File: src/rtl/seg_rx_pkg.sv
package seg_rx_pkg;

  typedef enum logic [1:0] {
    RX_IDLE,
    RX_ADDR,
    RX_DATA,
    RX_SKIP
  } rxState_e;

  // strobes from the serial control to the word datapath
  typedef struct packed {
    logic frameStart;
    logic shiftBit;
    logic bitVal;
    logic wordEnd;
    logic commit;
  } rxStrobe_t;

endpackage

File: src/rtl/seg_rx_ctrl.sv
module seg_rx_ctrl
  import seg_rx_pkg::*;
#(
  parameter int ADDR_BITS = 8,
  parameter logic [ADDR_BITS-1:0] DEV_ADDR = 8'h41,
  parameter int WORD_BITS = 64
) (
  input  logic      clk,
  input  logic      rstN,
  input  logic      ceIn,
  input  logic      sclkIn,
  input  logic      sdIn,
  output rxStrobe_t strobe,
  output logic      ceLvl
);

  localparam int CNT_W  = $clog2(WORD_BITS);
  localparam int ACNT_W = $clog2(ADDR_BITS);

  logic ceMeta, cePrev;
  logic clkMeta, clkLvl, clkPrev;
  logic sdMeta, sdLvl;

  always_ff @(posedge clk or negedge rstN) begin
    if (!rstN) begin
      ceMeta  <= 1'b0;
      ceLvl   <= 1'b0;
      cePrev  <= 1'b0;
      clkMeta <= 1'b0;
      clkLvl  <= 1'b0;
      clkPrev <= 1'b0;
      sdMeta  <= 1'b0;
      sdLvl   <= 1'b0;
    end else begin
      ceMeta  <= ceIn;
      ceLvl   <= ceMeta;
      cePrev  <= ceLvl;
      clkMeta <= sclkIn;
      clkLvl  <= clkMeta;
      clkPrev <= clkLvl;
      sdMeta  <= sdIn;
      sdLvl   <= sdMeta;
    end
  end

  logic ceRise, ceFall, sclkRise;
  assign ceRise   = ceLvl & ~cePrev;
  assign ceFall   = ~ceLvl & cePrev;
  // a high idle level at frame start is not an edge because clkPrev tracks it
  assign sclkRise = clkLvl & ~clkPrev & ceLvl & ~ceRise;

  rxState_e             state;
  logic [ADDR_BITS-1:0] addrSr;
  logic [ADDR_BITS-1:0] addrNext;
  logic [ACNT_W-1:0]    addrCnt;
  logic [CNT_W-1:0]     bitCnt;

  assign addrNext = {sdLvl, addrSr[ADDR_BITS-1:1]};

  always_ff @(posedge clk or negedge rstN) begin
    if (!rstN) begin
      state   <= RX_IDLE;
      addrSr  <= '0;
      addrCnt <= '0;
      bitCnt  <= '0;
    end else if (ceRise) begin
      state   <= RX_ADDR;
      addrCnt <= '0;
      bitCnt  <= '0;
    end else if (ceFall) begin
      state <= RX_IDLE;
    end else if (sclkRise) begin
      unique case (state)
        RX_ADDR: begin
          addrSr  <= addrNext;
          addrCnt <= addrCnt + 1'b1;
          if (addrCnt == ACNT_W'(ADDR_BITS - 1))
            state <= (addrNext == DEV_ADDR) ? RX_DATA : RX_SKIP;
        end
        RX_DATA: begin
          if (bitCnt == CNT_W'(WORD_BITS - 1)) bitCnt <= '0;
          else                                 bitCnt <= bitCnt + 1'b1;
        end
        default: ;
      endcase
    end
  end

  always_comb begin
    strobe            = '0;
    strobe.frameStart = ceRise;
    strobe.bitVal     = sdLvl;
    strobe.shiftBit   = sclkRise && (state == RX_DATA);
    strobe.wordEnd    = strobe.shiftBit && (bitCnt == CNT_W'(WORD_BITS - 1));
    strobe.commit     = ceFall && (state == RX_DATA);
  end

endmodule

File: src/rtl/seg_rx_data.sv
module seg_rx_data
  import seg_rx_pkg::*;
#(
  parameter int WORD_BITS  = 64,
  parameter int SLICE_BITS = 52,
  parameter int NUM_WORDS  = 4,
  parameter int DISP_BITS  = 204,
  parameter int CTRL_BITS  = 8,
  parameter int CTRL_LSB   = 52,
  parameter logic [CTRL_BITS-1:0] CTRL_RST = 8'hC0
) (
  input  logic                 clk,
  input  logic                 rstN,
  input  rxStrobe_t            strobe,
  output logic [DISP_BITS-1:0] dispOut,
  output logic [CTRL_BITS-1:0] ctrlOut
);

  localparam int IDX_W = $clog2(NUM_WORDS);

  logic [WORD_BITS-1:0] shiftReg;
  logic [WORD_BITS-1:0] fullWord;
  logic [WORD_BITS-1:0] unusedWordPad;
  logic [IDX_W-1:0]     wordIdx;
  logic                 stageVld [NUM_WORDS];
  logic [CTRL_BITS-1:0] stageCtrl;
  logic                 commitOk;

  assign fullWord      = {strobe.bitVal, shiftReg[WORD_BITS-1:1]};
  assign unusedWordPad = fullWord;
  assign wordIdx       = fullWord[WORD_BITS-1 -: IDX_W];
  // a frame without word 0 may not touch anything
  assign commitOk      = strobe.commit && stageVld[0];

  always_ff @(posedge clk or negedge rstN) begin
    if (!rstN) shiftReg <= '0;
    else if (strobe.shiftBit) shiftReg <= fullWord;
  end

  always_ff @(posedge clk or negedge rstN) begin
    if (!rstN) begin
      stageCtrl <= CTRL_RST;
      ctrlOut   <= CTRL_RST;
    end else begin
      if (strobe.wordEnd && wordIdx == '0)
        stageCtrl <= fullWord[CTRL_LSB +: CTRL_BITS];
      if (commitOk)
        ctrlOut <= stageCtrl;
    end
  end

  for (genvar w = 0; w < NUM_WORDS; w++) begin : g_slot
    localparam int LO  = w * SLICE_BITS;
    localparam int WID = (DISP_BITS - LO < SLICE_BITS) ? DISP_BITS - LO : SLICE_BITS;

    logic [WID-1:0] stageQ;
    logic [WID-1:0] sliceQ;

    always_ff @(posedge clk or negedge rstN) begin
      if (!rstN) begin
        stageVld[w] <= 1'b0;
        stageQ      <= '0;
      end else if (strobe.frameStart) begin
        stageVld[w] <= 1'b0;
      end else if (strobe.wordEnd && wordIdx == IDX_W'(w)) begin
        stageVld[w] <= 1'b1;
        stageQ      <= fullWord[WID-1:0];
      end
    end

    always_ff @(posedge clk or negedge rstN) begin
      if (!rstN) sliceQ <= '0;
      else if (commitOk && stageVld[w]) sliceQ <= stageQ;
    end

    assign dispOut[LO +: WID] = sliceQ;
  end

endmodule

File: src/rtl/seg_frame_rx.sv
module seg_frame_rx
  import seg_rx_pkg::*;
#(
  parameter int ADDR_BITS  = 8,
  parameter logic [ADDR_BITS-1:0] DEV_ADDR = 8'h41,
  parameter int WORD_BITS  = 64,
  parameter int SLICE_BITS = 52,
  parameter int NUM_WORDS  = 4,
  parameter int DISP_BITS  = 204,
  parameter int CTRL_BITS  = 8,
  parameter int CTRL_LSB   = 52,
  parameter logic [CTRL_BITS-1:0] CTRL_RST = 8'hC0
) (
  input  logic                 clk,
  input  logic                 rstN,
  input  logic                 ceIn,
  input  logic                 sclkIn,
  input  logic                 sdIn,
  output logic [DISP_BITS-1:0] dispOut,
  output logic [CTRL_BITS-1:0] ctrlOut
);

  rxStrobe_t strobe;
  logic      ceLvl;

  seg_rx_ctrl #(
    .ADDR_BITS(ADDR_BITS),
    .DEV_ADDR (DEV_ADDR),
    .WORD_BITS(WORD_BITS)
  ) u_ctrl (
    .clk   (clk),
    .rstN  (rstN),
    .ceIn  (ceIn),
    .sclkIn(sclkIn),
    .sdIn  (sdIn),
    .strobe(strobe),
    .ceLvl (ceLvl)
  );

  seg_rx_data #(
    .WORD_BITS (WORD_BITS),
    .SLICE_BITS(SLICE_BITS),
    .NUM_WORDS (NUM_WORDS),
    .DISP_BITS (DISP_BITS),
    .CTRL_BITS (CTRL_BITS),
    .CTRL_LSB  (CTRL_LSB),
    .CTRL_RST  (CTRL_RST)
  ) u_data (
    .clk    (clk),
    .rstN   (rstN),
    .strobe (strobe),
    .dispOut(dispOut),
    .ctrlOut(ctrlOut)
  );

endmodule

File: config.mk
export PLATFORM = sky130hd
export DESIGN_NAME = seg_frame_rx
export DESIGN_NICKNAME = d
export VERILOG_FILES = /design/src/rtl/seg_rx_pkg.sv /design/src/rtl/seg_rx_ctrl.sv /design/src/rtl/seg_rx_data.sv /design/src/rtl/seg_frame_rx.sv
export SDC_FILE = /design/constraint.sdc
export NUM_CORES = 1
export LEC_CHECK = 0
export CORE_MARGIN = 2
export CORE_UTILIZATION = 37
export CTS_CLUSTER_SIZE = 28
export DETAILED_ROUTE_END_ITERATION = 10
export PLACE_DENSITY_LB_ADDON = 0.2
export SETUP_SLACK_MARGIN = 0.3
export SLEW_MARGIN = 15
export SYNTH_ARGS = -nofsm -noshare
export SYNTH_HDL_FRONTEND = slang
export SYNTH_SLANG_ARGS = --single-unit
File: constraint.sdc
create_clock -name clk -period 5.9 [get_ports clk]
set_input_delay 1.18 -clock clk [delete_from_list [all_inputs] [get_ports clk]]
set_output_delay 1.18 -clock clk [all_outputs]
set_load 0.1 [all_outputs]
==> results of run 1 <==
## synthesized netlist by cell type (all sizes together), types with 2 or more instances
cell,count
a22oi,2
and2,2
and3,3
buf,28
clkbuf,39
dfrtp,513
dfstp,4
ha,5
inv,7
mux2,372
mux2i,2
nand2,382
nand3,6
nand3b,2
nand4,2
nor2,3
nor3,3
nor4,2
nor4b,2
o21ai,11
o311ai,2
or4,2
## metal layers
metal	wire [um]	share of wire, %	GRT usage [%]	vias up
li1	-	-	-	5198
met1	20600	47	22.9	5904
met2	20400	47	26.2	199
met3	1990	4.5	3.37	48
met4	742	1.7	4.42	0
met5	0	0	0	-
## worst max-delay path: cells and delay by family (launching register included)
family	cells	cell delay [ps]
fa+ha+maj	1	440
flops	1	410
buf+inv	1	320
mux	1	460
simple gates	2	1940
## through the flow
step,hold slack (ps),setup slack [ps]
2_1_floorplan,331,3540
4_1_cts,353,2040
5_1_grt,347,1840
3_3_place_gp,339,2180
6_report,348,2150
3_5_place_dp,337,2060
## area by class of cell
class                           instances  area [um^2]  share of cell area [%]
Clock inverter                         27          350                    1.44
Timing Repair Buffer                  230         2310                    9.52
Sequential cell                       517        12900                    53.3
Multi-Input combinational cell        820         6180                    25.4
Inverter                                7         26.3                   0.108
Clock buffer                           76         1620                    6.66
Tap cell                              680          851                    3.51
## sequential cells by signal (all words and copies together) (netlist names), 2 cells and up
| signal | count |
|---|---|
| u_ctrl.bitCnt | 6 |
| u_data.ctrlOut | 8 |
| u_data.stageVld | 4 |
| u_data.g_slot.stageQ | 204 |
| u_ctrl.state | 2 |
| u_ctrl.addrSr | 7 |
| u_ctrl.addrCnt | 3 |
| u_data.stageCtrl | 8 |
| u_data.g_slot.sliceQ | 204 |
| u_data.shiftReg | 63 |
## power breakdown
| part | leakage, nW | internal (W) | switching (W) |
|---|---|---|---|
| registers | 7.17 | 0.00357 | 0.0000331 |
| logic | 4.24 | 0.0000449 | 0.000114 |
| clock network | 0.974 | 0.00226 | 0.00141 |
| total | 12.4 | 0.00588 | 0.00156 |
## cell usage in the layout, fill, tap and decap left out, types with 2 or more instances in the layout
| cell | instances |
|---|---|
| clkinvlp_4 | 3 |
| nand2_1 | 379 |
| nand3b_1 | 2 |
| clkbuf_1 | 7 |
| dfrtp_1 | 513 |
| clkdlybuf4s50_1 | 215 |
| nand2_4 | 2 |
| and3_1 | 3 |
| o21ai_0 | 10 |
| nand3_1 | 4 |
| nand4_1 | 2 |
| mux2_1 | 15 |
| buf_4 | 11 |
| dfstp_2 | 4 |
| buf_12 | 3 |
| nor4_1 | 2 |
| ha_1 | 5 |
| mux2i_1 | 2 |
| bufinv_16 | 8 |
| a22oi_1 | 2 |
| clkbuf_16 | 57 |
| nand3_4 | 2 |
| inv_1 | 7 |
| mux2_2 | 357 |
| o311ai_0 | 2 |
| nor3_4 | 2 |
| clkinv_2 | 14 |
| nor2_1 | 3 |
| clkbuf_8 | 12 |
| and2_1 | 2 |
## cells by family after synthesis
family / count (synthesis) / share of synthesized area, %
AND/OR/NAND/NOR: 416 / 8.66
AO/OA/AOI/OAI: 25 / 0.858
flip-flops: 517 / 66.7
adder cells (fa/ha/maj): 5 / 0.322
multiplexers: 374 / 21.7
buffers and inverters: 74 / 1.75
## path summary, 6_finish.rpt
path,start,endpoint,slack (ps)
max,u_ctrl.ceLvl,u_data.g_slot[0].stageQ[1],2150
min,u_ctrl.clkMeta,u_ctrl.clkLvl,350
max reg2reg,u_ctrl.ceLvl,u_data.g_slot[0].stageQ[1],2150
min reg2reg,u_ctrl.clkMeta,u_ctrl.clkLvl,350
max in group asynchronous,rstN,u_data.shiftReg[1],4100
min in group asynchronous,rstN,u_data.g_slot[1].stageQ[19],550
==> results.toml, run 1 <==
[yosys]
ys_seq_area_share_pct = 66.7
synth_top_area_share_pct = 66.2
synth-edff-count = 0
synth_top_area_cell = "dfrtp_1"
netlist_area_um2 = 19400
yosys_most_used_dff = "dfrtp_1"
synth_nets = 1421
synthCells = 1411
async_flop_share_pct = 100
synth.avg_cell_area_um2 = 13.7
yosys_register_bits = 517
ys_warn_count = 0
synth_cell_type_count = 47
synth.area.top_cells = "dfrtp_1 66%, mux2_2 21%, nand2_1 7.4%"

[timing]
worstMarginPinSlew_ps = 1090
slew_violations = 0
slew_headroom_pct = 27.0
rsz0062_at_grt = "false"
setup_viol = 0
period_needed_ps = 3750
fin_skew_ps = 9.65
fin_tns_setup_ps = 0
max_freq_ghz = 0.267
fin_crit_sh_pct = 63.5
final_hold_viol_count = 0

[floorplan]
die_h_um = 233
start_util_pct = 37.6
io_pins = 217
die-area_um2 = 54300
placementRows = 83
coreArea_um2 = 51600
fp.dieW_um = 233

[grt]
grt_use_total_pct = 16.5
grt_overflow_total = 0
grt_pass1_vias = 11900
grt_pass1_wl_mm = 69.0
grt_max_degree = 157
antenna_found_initial = 0

[clock_network]
cts-resized-gates = 0
clock-root-buffer = "clkbuf_16"
cts_tree = "yes"
h-tree-depth = 2
clkTransAtPathRegs_ps = 60
cts_hold_buffers = 0
clock-sinks = 517
postCtsSetupRepairBufs = 0
cts_buffer_depth = 3
clk_latency_ps = 590
cts_made_buffers = 55

[placement]
placed_cells_incl_taps = 2254
place_area_um2 = 22300
gp_routability_congestion = 0.733
hpwlAfterDp_mm = 26.2
port_buffers = 216

[critical_path]
crit_chain = "ha_1 > inv_1 > nand3_4 > or4_4 > mux2_1"
worstPathMaxFanout = 66
crit_required_ps = 6360
end_kind = "register"
crit_type = "reg -> reg"
reg2regPathDepth = 5
critPathLaunchType = "register"
critPathSlowestCell = "or4_4"
cp_slowest_stage_delay_ps = 1210
cp.arrival_ps = 4210

[final_layout]
syn_to_final_growth_pct = 25.1
final_nets = 1641
final_cells = 2357
layout-drive-gt1-share_pct = 28.8
fillCellCount = 4617
fin_util_pct = 47.0
n_antenna_cell = 0
fin_area_um2 = 24300

[routing]
drt-initial-drc-count = 542
vias_per_cell = 4.82
wire_per_inst_um = 18.5
routed_wl_mm = 43.7
drt_first_pass_iters = 4
drc_errors = 0
antenna_left = 0
num_vias = 11300

[pwr]
powerDensity_nw_per_um2 = 307
power.total_w = 0.00744
leakage_nw = 12.4
irDropWorstVdd_mv = 0.206

[worst_hold_path]
hold_depth = 0
hold_class = "reg -> reg"

[flow_run]
maxCapViolations = 0

[run_status]
status = "finished, final reports clean"
Power figures use the tool's default switching activity.
==> run 2: changes to the inputs <==
- clock period: 5.9 -> 3 ns (I/O delays scaled with it)
==> run 2 against run 1 <==
Sequential share of layout area is 0.66 points higher. Core utilization is 0.57 points lower. Critical path depth stayed put. Combinational power grew 120%. Die area is the same. Clock skew grew 1.2 ps. Total power is 96% higher. Via count rose by 2.3%. Sequential cell count is the same. Sequential power rose by 96%. Critical path type unchanged. Largest cell class unchanged.
==> results.toml, run 2 (same netlist as run 1, synthesis figures left out) <==
[final_layout]
final_cell_mix = "513 x dfrtp_1, 379 x nand2_1, 357 x mux2_2"
regArea_um2 = 12900
fillCellCount = 4596
n_antenna_cell = 0
final_nets = 1667
multi_input_area_um2 = 6180
final_cells = 2385
syn_to_final_growth_pct = 23.6
largestRegisters = "u_data.g_slot.sliceQ (204), u_data.g_slot.stageQ (204), u_data.shiftReg (63)"
layout-drive-gt1-share_pct = 41.8
final_common_cell = "dfrtp_1"

[timing]
period_needed_ps = 2570
final_hold_viol_count = 0
slew_headroom_pct = 33.9
fin_tns_setup_ps = 0
slew_violations = 0
worstMarginPinSlew_ps = 991
rsz0062_at_grt = "false"
fin_crit_sh_pct = 85.8
setup_viol = 0
max_freq_ghz = 0.389
fin_skew_ps = 10.9

[critical_path]
worstPathMaxFanout = 61
rrSetupSlack_ps = 430
crit_type = "reg -> reg"
end_kind = "register"
cp.arrival_ps = 3040
critPathLaunchType = "register"
crit_required_ps = 3470

[clock_network]
cts_tree = "yes"
clock-root-buffer = "clkbuf_16"
postCtsSetupRepairBufs = 0
cts-resized-gates = 0
clkTransAtPathRegs_ps = 60
h-tree-depth = 2
cts_made_buffers = 57
clock-sinks = 517
cts_buffer_depth = 3
clk_latency_ps = 590

[grt]
antenna_found_initial = 0
grt_pass1_wl_mm = 71.6
grt_pass1_vias = 12200
grt_overflow_total = 0
grt_use_total_pct = 17.1
grt_max_degree = 73

[flow_run]
maxCapViolations = 0

[routing]
drc_errors = 0
vias_per_cell = 4.87
wire_per_inst_um = 18.9
routed_wl_mm = 45.2
drt_first_pass_iters = 4
drt-initial-drc-count = 532
antenna_left = 0
num_vias = 11600

[pwr]
leakage_nw = 12.9
powerDensity_nw_per_um2 = 608
irDropWorstVdd_mv = 0.404

[placement]
placed_cells_incl_taps = 2277
hpwlAfterDp_mm = 28.2
port_buffers = 216
gp_routability_congestion = 0.743

[floorplan]
coreArea_um2 = 51600
die-area_um2 = 54300
fp.dieW_um = 233
io_pins = 217
placementRows = 83
start_util_pct = 37.6
die_h_um = 233

[run_status]
status = "finished, final reports clean"

[worst_hold_path]
hold_class = "reg -> reg"
run 2: changes by cell type in the layout (fill, tap and decap cells not counted), sizes merged:
cell	change
buf	+235
clkinv	-4
clkbuf	+10
inv	+1
clkinvlp	-1
clkdlybuf4s50	-212
dlygate4sd3	+1
bufinv	-2
run 2: final cells by class:
type | count | share of cell area (%)
Tap cell | 680 | 3.55
Clock inverter | 21 | 1.12
Inverter | 7 | 0.110
Sequential cell | 517 | 54.0
Timing Repair Buffer | 254 | 8.50
Multi-Input combinational cell | 820 | 25.8
Clock buffer | 86 | 7.00
run 2: timing repair:
item / CTS / global route
endpoints found under the setup margin: 0 / 0
hold buffers: 1 / 0
endpoints found under the hold margin: 30 / 0
run 2: final timing paths:
check / from / cells past startpoint / endpoint
max: u_ctrl.ceLvl / 5 / u_data.stageCtrl[4]
min: u_ctrl.sdMeta / 0 / u_ctrl.sdLvl
max reg2reg: u_ctrl.ceLvl / 5 / u_data.stageCtrl[4]
min reg2reg: u_ctrl.sdMeta / 0 / u_ctrl.sdLvl
max in group asynchronous: rstN / 4 / u_data.g_slot[1].stageQ[8]
min in group asynchronous: rstN / 2 / u_data.g_slot[2].sliceQ[20]
run 2: power by group:
part | leakage, nW | internal, W | switching (W)
clock network | 0.956 | 0.00437 | 0.00278
registers | 7.17 | 0.00703 | 0.0000608
logic | 4.82 | 0.000109 | 0.000233
run 2: through the flow:
stage                     area (um^2)  utilization [%]  setup slack [ps]  hold WS [ps]  total power [W]
after floorplan                 19400                -               640           304          0.00733
after global routing            24000             46.5               304           364           0.0152
after CTS                       24000             46.5               407           350           0.0148
after global placement          22000             42.7               449           336          0.00756
after detailed placement        22000             42.7               418           337          0.00757
final                           24000             46.5               427           348           0.0146
run 2: critical path, stage by stage, from the launching register on:
cell	delay, ps
dfrtp_1	420
ha_1	230
inv_1	230
nand3_4	150
or4_4	930
mux2_1	470
run 2: metal layers:
metal	up-vias	track usage [%]	routed length [um]
met5	-	0	0
met4	0	4.72	828
met3	59	3.25	2280
met2	242	27.4	21200
met1	6057	23.8	20900
li1	5256	-	-
==> run 3: changes to the inputs <==
- clock period: 3 -> 2.7 ns (I/O delays scaled with it)
==> run 3 against run 2 <==
Register-to-register slack barely moved. Largest cell class unchanged. Clock skew increased by 11 ps. Largest power group is now registers. Non-clock buffer count up 4. Critical path type unchanged.
==> results.toml, run 3 (same netlist as run 1, synthesis figures left out) <==
[final_layout]
final_common_cell = "dfrtp_1"
final_nets = 1669
final_cell_mix = "513 x dfrtp_1, 379 x nand2_1, 357 x mux2_2"
layout-drive-gt1-share_pct = 41.9
n_antenna_cell = 0
fin_area_um2 = 23900
largestRegisters = "u_data.g_slot.sliceQ (204), u_data.g_slot.stageQ (204), u_data.shiftReg (63)"
syn_to_final_growth_pct = 23.2
final_cells = 2385
regArea_um2 = 12900
multi_input_area_um2 = 6180
fillCellCount = 4576

[worst_hold_path]
hold_class = "reg -> reg"
hold_depth = 0
whs_endpoint = "u_ctrl.sdLvl"
min_from = "u_ctrl.sdMeta"

[clock_network]
clk_latency_ps = 600
cts_tree = "yes"
clkTransAtPathRegs_ps = 60
clock-sinks = 517
h-tree-depth = 2
clock-root-buffer = "clkbuf_16"
cts_buffer_depth = 3
cts_made_buffers = 55

[routing]
drt-initial-drc-count = 627
antenna_left = 0
drt_first_pass_iters = 6
drc_errors = 0
routed_wl_mm = 44.8
wire_per_inst_um = 18.8
vias_per_cell = 4.82
num_vias = 11500

[critical_path]
end_kind = "register"
cp_slowest_stage_delay_ps = 500
cp-startpoint = "u_ctrl.state[0]"
rrSetupSlack_ps = 440
critPathLaunchType = "register"
cp.arrival_ps = 2730
rr_endpoint = "u_data.g_slot[0].stageQ[18]"
crit_type = "reg -> reg"
critPathSlowestCell = "or4_4"
worstReg2RegStart = "u_ctrl.state[0]"
reg2regPathDepth = 5
worstPathMaxFanout = 31
crit_required_ps = 3170
crit_chain = "and2b_1 > nand3_4 > or4_4 > buf_4 > mux2_1"

[timing]
fin_skew_ps = 21.4
max_freq_ghz = 0.442
setup_viol = 0
period_needed_ps = 2260
worstMarginPinSlew_ps = 854
final_hold_viol_count = 0
slew_violations = 0
fin_tns_setup_ps = 0
rsz0062_at_grt = "false"
fin_crit_sh_pct = 83.8
slew_headroom_pct = 43.1

[floorplan]
die_h_um = 233
io_pins = 217
fp.dieW_um = 233
coreArea_um2 = 51600
die-area_um2 = 54300
start_util_pct = 37.6
placementRows = 83

[grt]
grt_max_degree = 78
antenna_found_initial = 0
grt_pass1_wl_mm = 70.8
grt_overflow_total = 0
grt_pass1_vias = 11900
grt_use_total_pct = 17.0

[run_status]
status = "finished, final reports clean"

[placement]
port_buffers = 216
hpwlAfterDp_mm = 28.3
place_area_um2 = 22100
placed_cells_incl_taps = 2281
gp_routability_congestion = 0.739

[pwr]
irDropWorstVdd_mv = 0.584
powerDensity_nw_per_um2 = 659
leakage_nw = 12.9

[flow_run]
maxCapViolations = 0
[run 3: changes by cell type in the layout (fill, tap and decap cells not counted), sizes merged]
cell      change
clkinvlp      -1
clkbuf        -2
clkinv        +3
bufinv        -3
inv           -1
buf           +4
[run 3: per-layer routing]
layer  up-vias  wire (um)  global-route usage [%]
li1       5244          -                       -
met1      5935      20300                    23.5
met2       248      21100                    27.0
met3        65       2510                    3.60
met4         0        881                    4.92
met5         -          0                       0
[run 3: final cells by class]
cell class | count | share of cell area [%]
Clock inverter | 19 | 0.785
Sequential cell | 517 | 54.1
Clock buffer | 84 | 6.80
Tap cell | 680 | 3.56
Timing Repair Buffer | 258 | 8.75
Multi-Input combinational cell | 820 | 25.8
Inverter | 7 | 0.110
[run 3: power breakdown]
group          leakage, nW  internal, W  total [W]  switching, W
clock                0.900      0.00443    0.00749       0.00306
combinational         4.84     0.000126   0.000385      0.000259
sequential            7.17      0.00781    0.00788     0.0000708
[run 3: worst max-delay path by stage]
stage / cells after the start / end / slack (ps)
2_1_floorplan: 8 / u_data.g_slot[2].stageQ[12] / 340
3_3_place_gp: 6 / u_data.g_slot[0].stageQ[18] / 400
3_5_place_dp: 6 / u_data.g_slot[0].stageQ[18] / 320
4_1_cts: 6 / u_data.g_slot[0].stageQ[18] / 300
5_1_grt: 7 / u_data.g_slot[3].sliceQ[33] / 330
6_report: 5 / u_data.g_slot[0].stageQ[18] / 440
[run 3: repair_timing]
item	in CTS	in global routing
gates resized for setup	0	2
endpoints found under the hold margin	53	0
hold buffers	1	0
setup endpoints to repair	0	173
buffers inserted	0	0
[run 3: critical path, delay by kind of cell, from the launching register on]
kind	cells	cell delay [ps]
AND/OR/NAND/NOR	3	1030
flip-flops	1	420
buffers and inverters	1	300
multiplexers	1	370
[run 3: metrics by stage]
step | util (%) | setup slack [ps] | total power (W) | hold WS, ps
2_1_floorplan | - | 340 | 0.00815 | 244
3_3_place_gp | 42.8 | 396 | 0.00840 | 337
3_5_place_dp | 42.8 | 324 | 0.00841 | 342
4_1_cts | 46.3 | 304 | 0.0160 | 344
5_1_grt | 46.3 | 330 | 0.0164 | 359
6_report | 46.3 | 437 | 0.0158 | 365
